--- config.mk ---
export PLATFORM = sky130hd
export DESIGN_NAME = tick_watchdog
export DESIGN_NICKNAME = d
export VERILOG_FILES = /design/src/rtl/wdg_pkg.sv /design/src/rtl/wdg_bus_port.sv /design/src/rtl/wdg_engine.sv /design/src/rtl/tick_watchdog.sv
export SDC_FILE = /design/constraint.sdc
export NUM_CORES = 1
export LEC_CHECK = 0
export BUFFER_PORTS_ARGS = -buffer_cell sky130_fd_sc_hd__buf_2
export CAP_MARGIN = 20
export CORE_ASPECT_RATIO = 0.6
export CORE_UTILIZATION = 45
export CTS_CLUSTER_SIZE = 40
export DETAILED_ROUTE_END_ITERATION = 7
export GPL_ROUTABILITY_DRIVEN = 0
export REMOVE_ABC_BUFFERS = 1
export SYNTH_ARGS = -nofsm -noshare
export SYNTH_HDL_FRONTEND = slang
export SYNTH_HIERARCHICAL = 1
export SYNTH_SLANG_ARGS = --single-unit
--- constraint.sdc ---
create_clock -name clk -period 8.6 [get_ports clk]
set_clock_uncertainty 0.15 [all_clocks]
set_input_delay 0.86 -clock clk [delete_from_list [all_inputs] [get_ports clk]]
set_output_delay 0.86 -clock clk [all_outputs]
set_load 0.01 [all_outputs]
--- src/rtl/wdg_pkg.sv ---
package wdg_pkg;

    localparam int NSLOT  = 9;
    localparam int SLOT_W = 4;

    // 16-bit slots; slot n covers byte addresses 2n and 2n+1
    localparam logic [SLOT_W-1:0] S_RLD  = 4'd0;
    localparam logic [SLOT_W-1:0] S_DATA = 4'd1;
    localparam logic [SLOT_W-1:0] S_STS1 = 4'd2;
    localparam logic [SLOT_W-1:0] S_STS2 = 4'd3;
    localparam logic [SLOT_W-1:0] S_CTL1 = 4'd4;
    localparam logic [SLOT_W-1:0] S_CTL2 = 4'd5;
    localparam logic [SLOT_W-1:0] S_MSG  = 4'd6;
    localparam logic [SLOT_W-1:0] S_AUX  = 4'd7;
    localparam logic [SLOT_W-1:0] S_TMR  = 4'd8;

    localparam int ST1_SWSMI  = 1;
    localparam int ST1_INT    = 2;
    localparam int ST1_TO     = 3;
    localparam int ST2_SECOND = 1;
    localparam int ST2_BOOT   = 2;
    localparam int CTL1_HALT  = 11;
    localparam int CTL1_LOCK  = 12;

    localparam logic [15:0] STS1_WMASK = 16'h000E;
    localparam logic [15:0] STS2_WMASK = 16'h0006;
    localparam logic [15:0] CTL1_WMASK = 16'h1F00;

    localparam logic [15:0] CTL2_INIT  = 16'h0008;
    localparam logic [15:0] TMR_INIT   = 16'h0004;
    localparam logic [7:0]  SWIRQ_INIT = 8'h03;

    typedef struct packed {
        logic              valid;
        logic [SLOT_W-1:0] slot;
        logic [1:0]        lanes;
        logic [15:0]       data;
    } bus_req_t;

    typedef struct packed {
        logic [15:0] rld;
        logic [7:0]  din;
        logic [7:0]  dout;
        logic [15:0] sts1;
        logic [15:0] sts2;
        logic [15:0] ctl1;
        logic [15:0] ctl2;
        logic [7:0]  msg1;
        logic [7:0]  msg2;
        logic [7:0]  wdcnt;
        logic [7:0]  swirq;
        logic [15:0] tmr;
        logic        running;
        logic        once_expired;
    } wdg_regs_t;

    function automatic logic [15:0] merge_lanes(input logic [15:0] old_v,
                                                input logic [15:0] new_v,
                                                input logic [1:0]  lanes);
        logic [15:0] r;
        r[7:0]  = lanes[0] ? new_v[7:0]  : old_v[7:0];
        r[15:8] = lanes[1] ? new_v[15:8] : old_v[15:8];
        return r;
    endfunction

    function automatic logic may_run(input logic [15:0] ctl, input logic [15:0] tmr_field);
        return !ctl[CTL1_HALT] && (tmr_field > 16'd1);
    endfunction

endpackage

--- src/rtl/wdg_bus_port.sv ---
module wdg_bus_port
    import wdg_pkg::*;
#(
    parameter int ADDR_W = 5
) (
    input  logic [ADDR_W-1:0]          addr,
    input  logic                       half,
    input  logic                       wr,
    input  logic [15:0]                wdata,
    input  logic [NSLOT-1:0][15:0]     view,
    output bus_req_t                   req,
    output logic [15:0]                rdata
);
    localparam int IDX_W = ADDR_W - 1;

    logic [IDX_W-1:0] idx;
    logic             hit;
    logic [15:0]      word;

    assign idx  = addr[ADDR_W-1:1];
    assign hit  = (int'(idx) < NSLOT) && !(half && addr[0]);
    assign word = hit ? view[SLOT_W'(idx)] : 16'h0000;

    always_comb begin
        req.valid = wr && hit;
        req.slot  = SLOT_W'(idx);
        if (half) begin
            req.lanes = 2'b11;
            req.data  = wdata;
        end else if (addr[0]) begin
            req.lanes = 2'b10;
            req.data  = {wdata[7:0], 8'h00};
        end else begin
            req.lanes = 2'b01;
            req.data  = {8'h00, wdata[7:0]};
        end
    end

    always_comb begin
        if (half)         rdata = word;
        else if (addr[0]) rdata = {8'h00, word[15:8]};
        else              rdata = {8'h00, word[7:0]};
    end

endmodule

--- src/rtl/wdg_engine.sv ---
module wdg_engine
    import wdg_pkg::*;
#(
    parameter int TMR_W = 10
) (
    input  logic                   clk,
    input  logic                   rst,
    input  bus_req_t               req,
    input  logic                   tick_en,
    input  logic                   strap_spkr_hi,
    input  logic                   no_reboot,
    input  logic                   smi_enable,
    output logic [NSLOT-1:0][15:0] view,
    output logic                   smi_req,
    output logic                   reset_req,
    output logic                   status_irq
);
    localparam logic [15:0] TMR_MASK = 16'((32'd1 << TMR_W) - 32'd1);

    wdg_regs_t   cur, nxt;
    logic        smi_n, rst_n;
    logic [15:0] mrg, ctl_new, cnt;

    always_comb begin
        view         = '0;
        view[S_RLD]  = cur.rld;
        view[S_DATA] = {cur.dout, cur.din};
        view[S_STS1] = cur.sts1;
        view[S_STS2] = cur.sts2;
        view[S_CTL1] = cur.ctl1;
        view[S_CTL2] = cur.ctl2;
        view[S_MSG]  = {cur.msg2, cur.msg1};
        view[S_AUX]  = {cur.swirq, cur.wdcnt};
        view[S_TMR]  = cur.tmr;
    end

    assign mrg     = merge_lanes(view[req.slot], req.data, req.lanes);
    assign ctl_new = (mrg & CTL1_WMASK) | (cur.ctl1 & (16'h1 << CTL1_LOCK));
    assign cnt     = cur.rld & TMR_MASK;

    always_comb begin
        nxt   = cur;
        smi_n = 1'b0;
        rst_n = 1'b0;
        if (req.valid) begin
            case (req.slot)
                S_RLD: begin
                    nxt.once_expired = 1'b0;
                    if (may_run(cur.ctl1, cur.tmr)) begin
                        nxt.rld     = cur.tmr;
                        nxt.running = 1'b1;
                    end else begin
                        nxt.rld = mrg;
                    end
                end
                S_DATA: begin
                    if (req.lanes[0]) begin
                        nxt.din             = mrg[7:0];
                        nxt.sts1[ST1_SWSMI] = 1'b1;
                        smi_n               = 1'b1;
                    end
                    if (req.lanes[1]) begin
                        nxt.dout          = mrg[15:8];
                        nxt.sts1[ST1_INT] = 1'b1;
                    end
                end
                S_STS1: nxt.sts1 = mrg & STS1_WMASK;
                S_STS2: nxt.sts2 = mrg & STS2_WMASK;
                S_CTL1: begin
                    nxt.ctl1 = ctl_new;
                    if (may_run(ctl_new, cur.tmr)) begin
                        nxt.rld     = cur.tmr;
                        nxt.running = 1'b1;
                    end else begin
                        nxt.running = 1'b0;
                    end
                end
                S_CTL2: nxt.ctl2 = mrg;
                S_MSG: begin
                    nxt.msg1 = mrg[7:0];
                    nxt.msg2 = mrg[15:8];
                end
                S_AUX: begin
                    nxt.wdcnt = mrg[7:0];
                    nxt.swirq = mrg[15:8];
                end
                S_TMR:   nxt.tmr = mrg & TMR_MASK;
                default: ;
            endcase
        end else if (tick_en && cur.running) begin
            if (cnt > 16'd1) begin
                nxt.rld = (cur.rld & ~TMR_MASK) | ((cnt - 16'd1) & TMR_MASK);
            end else begin
                nxt.sts1[ST1_TO] = 1'b1;
                if (cur.once_expired) begin
                    nxt.sts2[ST2_SECOND] = 1'b1;
                    nxt.sts2[ST2_BOOT]   = 1'b1;
                    nxt.once_expired     = 1'b0;
                end else begin
                    nxt.once_expired = 1'b1;
                end
                if (cur.once_expired && !strap_spkr_hi && !no_reboot) begin
                    nxt.rld     = 16'h0000;
                    nxt.running = 1'b0;
                    rst_n       = 1'b1;
                end else begin
                    smi_n   = smi_enable;
                    nxt.rld = cur.tmr;
                end
            end
        end
    end

    always_ff @(posedge clk) begin
        if (rst) begin
            cur       <= '0;
            cur.ctl2  <= CTL2_INIT;
            cur.tmr   <= TMR_INIT;
            cur.swirq <= SWIRQ_INIT;
            smi_req   <= 1'b0;
            reset_req <= 1'b0;
        end else begin
            cur       <= nxt;
            smi_req   <= smi_n;
            reset_req <= rst_n;
        end
    end

    assign status_irq = cur.sts1[ST1_INT];

endmodule

--- src/rtl/tick_watchdog.sv ---
module tick_watchdog
    import wdg_pkg::*;
#(
    parameter int ADDR_W = 5,
    parameter int TMR_W  = 10
) (
    input  logic              clk,
    input  logic              rst,
    input  logic [ADDR_W-1:0] bus_addr,
    input  logic              bus_half,
    input  logic              bus_wr,
    input  logic [15:0]       bus_wdata,
    output logic [15:0]       bus_rdata,
    input  logic              tick_en,
    input  logic              strap_spkr_hi,
    input  logic              no_reboot,
    input  logic              smi_enable,
    output logic              smi_req,
    output logic              reset_req,
    output logic              status_irq
);
    bus_req_t               req;
    logic [NSLOT-1:0][15:0] slot_view;

    wdg_bus_port #(.ADDR_W(ADDR_W)) u_port (
        .addr  (bus_addr),
        .half  (bus_half),
        .wr    (bus_wr),
        .wdata (bus_wdata),
        .view  (slot_view),
        .req   (req),
        .rdata (bus_rdata)
    );

    wdg_engine #(.TMR_W(TMR_W)) u_engine (
        .clk           (clk),
        .rst           (rst),
        .req           (req),
        .tick_en       (tick_en),
        .strap_spkr_hi (strap_spkr_hi),
        .no_reboot     (no_reboot),
        .smi_enable    (smi_enable),
        .view          (slot_view),
        .smi_req       (smi_req),
        .reset_req     (reset_req),
        .status_irq    (status_irq)
    );

endmodule

==> impl_metrics.json <==
{
  "hpwl_mm": 16.75,
  "post_synth_mux_area_share": 0.1445,
  "period_needed_ns": 4.369,
  "ios": 48,
  "synth-async-reset-ratio": 0,
  "drive_above_1_share": 0.1545,
  "synthSimpleGateAreaFrac": 0.1903,
  "synth-adder-area-share": 0.003166,
  "hold_buffers": 0,
  "rows": 37,
  "cp_max_fo": 43,
  "cp-end-kind": "output pin",
  "drc": 0,
  "synth_top_area_frac": 0.2634,
  "synth_xor_area_frac": 0.004432,
  "p_leak_uw": 0.002775,
  "floorplan.die_area_sq_mm": 0.01812,
  "min_period_over_period": 0.5080,
  "vias": 6746,
  "place_area_sq_mm": 0.007258,
  "synth_top_family_by_area": "compound AO/OA/AOI/OAI gates",
  "synth_edf_count": 0,
  "outcome": "completed",
  "hold_violations": 0,
  "slowest_stage": "buf_4",
  "synth-compound-area-share": 0.2034,
  "htreeDepth": 3,
  "synth-seq-cells": 104,
  "area_growth_pct": -4.463,
  "io_buffer_count": 47,
  "grt_pass1_wl_mm": 37.78,
  "crit_path_cell_trace": "buf_4, buf_4, mux4_1, o221ai_1, o22ai_1, buf_2",
  "ant_nets": 0,
  "critPathMostFrequentCell": "buf_4",
  "final_nets": 902,
  "worst_pin_slew_ns": 1.124,
  "max_slew_margin": 0.2483,
  "clock_path_buffers": 2,
  "drt_iter0_drc": 905,
  "timing.fmax_ghz": 0.2289,
  "yosys-top-cells-count": "148 x buf_4, 117 x nand2_1, 112 x a21oi_1",
  "finalSetupViolCount": 0,
  "wl_per_cell_um": 22.09,
  "syn_area_sq_mm": 0.007905,
  "start_util": 0.4603,
  "crit_arrival_ns": 3.36,
  "die_h_um": 104.7,
  "grt_pass1_vias": 6013,
  "synthFlopType": "dfxtp_1",
  "fin_area_sq_mm": 0.007552,
  "antenna_found_initial": 0,
  "cpPeakStageDelay_ns": 0.65,
  "numClockSinks": 104,
  "ys_seq_area_frac": 0.2634,
  "rsz0062_at_grt": "false",
  "post-synth-top-count-cell": "buf_4",
  "grt_max_degree": 62,
  "core_sq_mm": 0.01718,
  "critPathBufInv": 3,
  "synth_cells": 975,
  "hold_path.class": "reg2reg",
  "die_w_um": 173.1,
  "cts_root_buf": "clkbuf_16",
  "path_class": "in2out",
  "maxCapViolCount": 0,
  "cts_resized": 0,
  "cp-start-kind": "input port",
  "p_per_area_mw_per_mm2": 147.8,
  "finalPower_uw": 1116,
  "setup_tns_ns": 0,
  "cts_inserted_buffers": 9,
  "antenna_cells": 0,
  "crit_required_ns": 7.59,
  "syn_area_per_cell_sq_um": 8.108,
  "routed_via_density": 6.088,
  "yosysWarnings": 6,
  "grtUsageTotal": 0.2747,
  "synth.area.top_cells": "dfxtp_1 26%, buf_4 14%, mux4_2 7.4%, a21oi_1 7.1%, nand2_1 5.6%",
  "wl_mm": 24.48,
  "fin_hold_ws_ns": 0.3190,
  "yosys.area.top_type": "dfxtp_1",
  "clk_pin_slew_ns": 0.07,
  "crit_family": "buffers and inverters",
  "drv_slew": 0,
  "yosysUniqueCellTypes": 72,
  "clk_latency_ns": 0.35,
  "vdd_ir_drop_max_uv": 85.28,
  "cts_tree": "yes",
  "overflow": 0,
  "drt_pass1_iterations": 8,
  "cts_setup_buffers": 0
}
## path summary, 6_finish.rpt
| path | endpoint | startpoint | slack, ns | cells after the start |
|---|---|---|---|---|
| max | bus_rdata[0] | bus_addr[1] | 4.23 | 6 |
| min | u_engine/view[17] | u_engine/view[17] | 0.32 | 2 |
| max reg2reg | u_engine/view[7] | u_engine/view[11] | 5.75 | 7 |
| min reg2reg | u_engine/view[17] | u_engine/view[17] | 0.32 | 2 |
## registers in the layout, indices dropped and copies added (netlist names)
| register | cells |
|---|---|
| u_engine/view | 99 |
| u_engine/cur | 2 |
| u_engine/reset_req | 1 |
| u_engine/smi_req | 1 |
| u_engine/status_irq | 1 |
## layout by cell type, fill, tap and decap left out, drive strengths merged, types with 8 or more instances in the layout
cell / instances
a21oi: 112
a221o: 9
a22o: 8
a2bb2oi: 12
and2: 10
buf: 61
clkbuf: 10
conb: 44
dfxtp: 104
inv: 14
mux2: 11
mux2i: 38
mux4: 28
nand2: 118
nand2b: 20
nand3: 26
nand3b: 9
nor2: 76
nor2b: 8
nor3: 13
o21ai: 25
o221ai: 9
o22ai: 17
o2bb2ai: 8
## cells by family after synthesis
group | Yosys count
compound gates | 240
other cells | 1
buf+inv | 232
flops | 104
fa+ha+maj | 2
mux | 77
xor+xnor | 4
simple gates | 315
## report_power, final
group	total, uW	internal, uW	switching [uW]
clock network	429	233	196
registers	490	485	5.30
logic	197	68.7	128
total	1120	786	330
## metrics by stage
step / worst slack (ns) / cells / utilization
finish: 4.231 / 1108 / 0.4397
global route: 4.052 / 1108 / 0.4397
CTS: 4.182 / 1108 / 0.4397
detailed placement: 4.132 / 1094 / 0.4226
global placement: 4.243 / 1093 / 0.4219
floorplan: 4.764 / 799 / -
## final cells by class
cell class                      count  area (sq um)
Timing Repair Buffer               61         349.1
Inverter                           13         48.80
Sequential cell                   104          2082
Fill cell                        1727          9623
Clock inverter                      4         55.05
Clock buffer                       10         239.0
Tap cell                          234         292.8
Multi-Input combinational cell    682          4486
## layer usage
| metal | share of wire | vias to the layer above | GRT usage |
|---|---|---|---|
| li1 | - | 3088 | - |
| met1 | 0.47 | 3199 | 0.4366 |
| met2 | 0.37 | 422 | 0.3517 |
| met3 | 0.13 | 37 | 0.06951 |
| met4 | 0.019 | 0 | 0.07332 |
| met5 | 0 | - | 0 |
## worst min-delay path: stages, from the launching register on
cell and delay [ns]:
dfxtp_1 0.32, nand2_1 0.05, a21oi_1 0.05
Note: power is estimated with default switching activity, not from simulation.
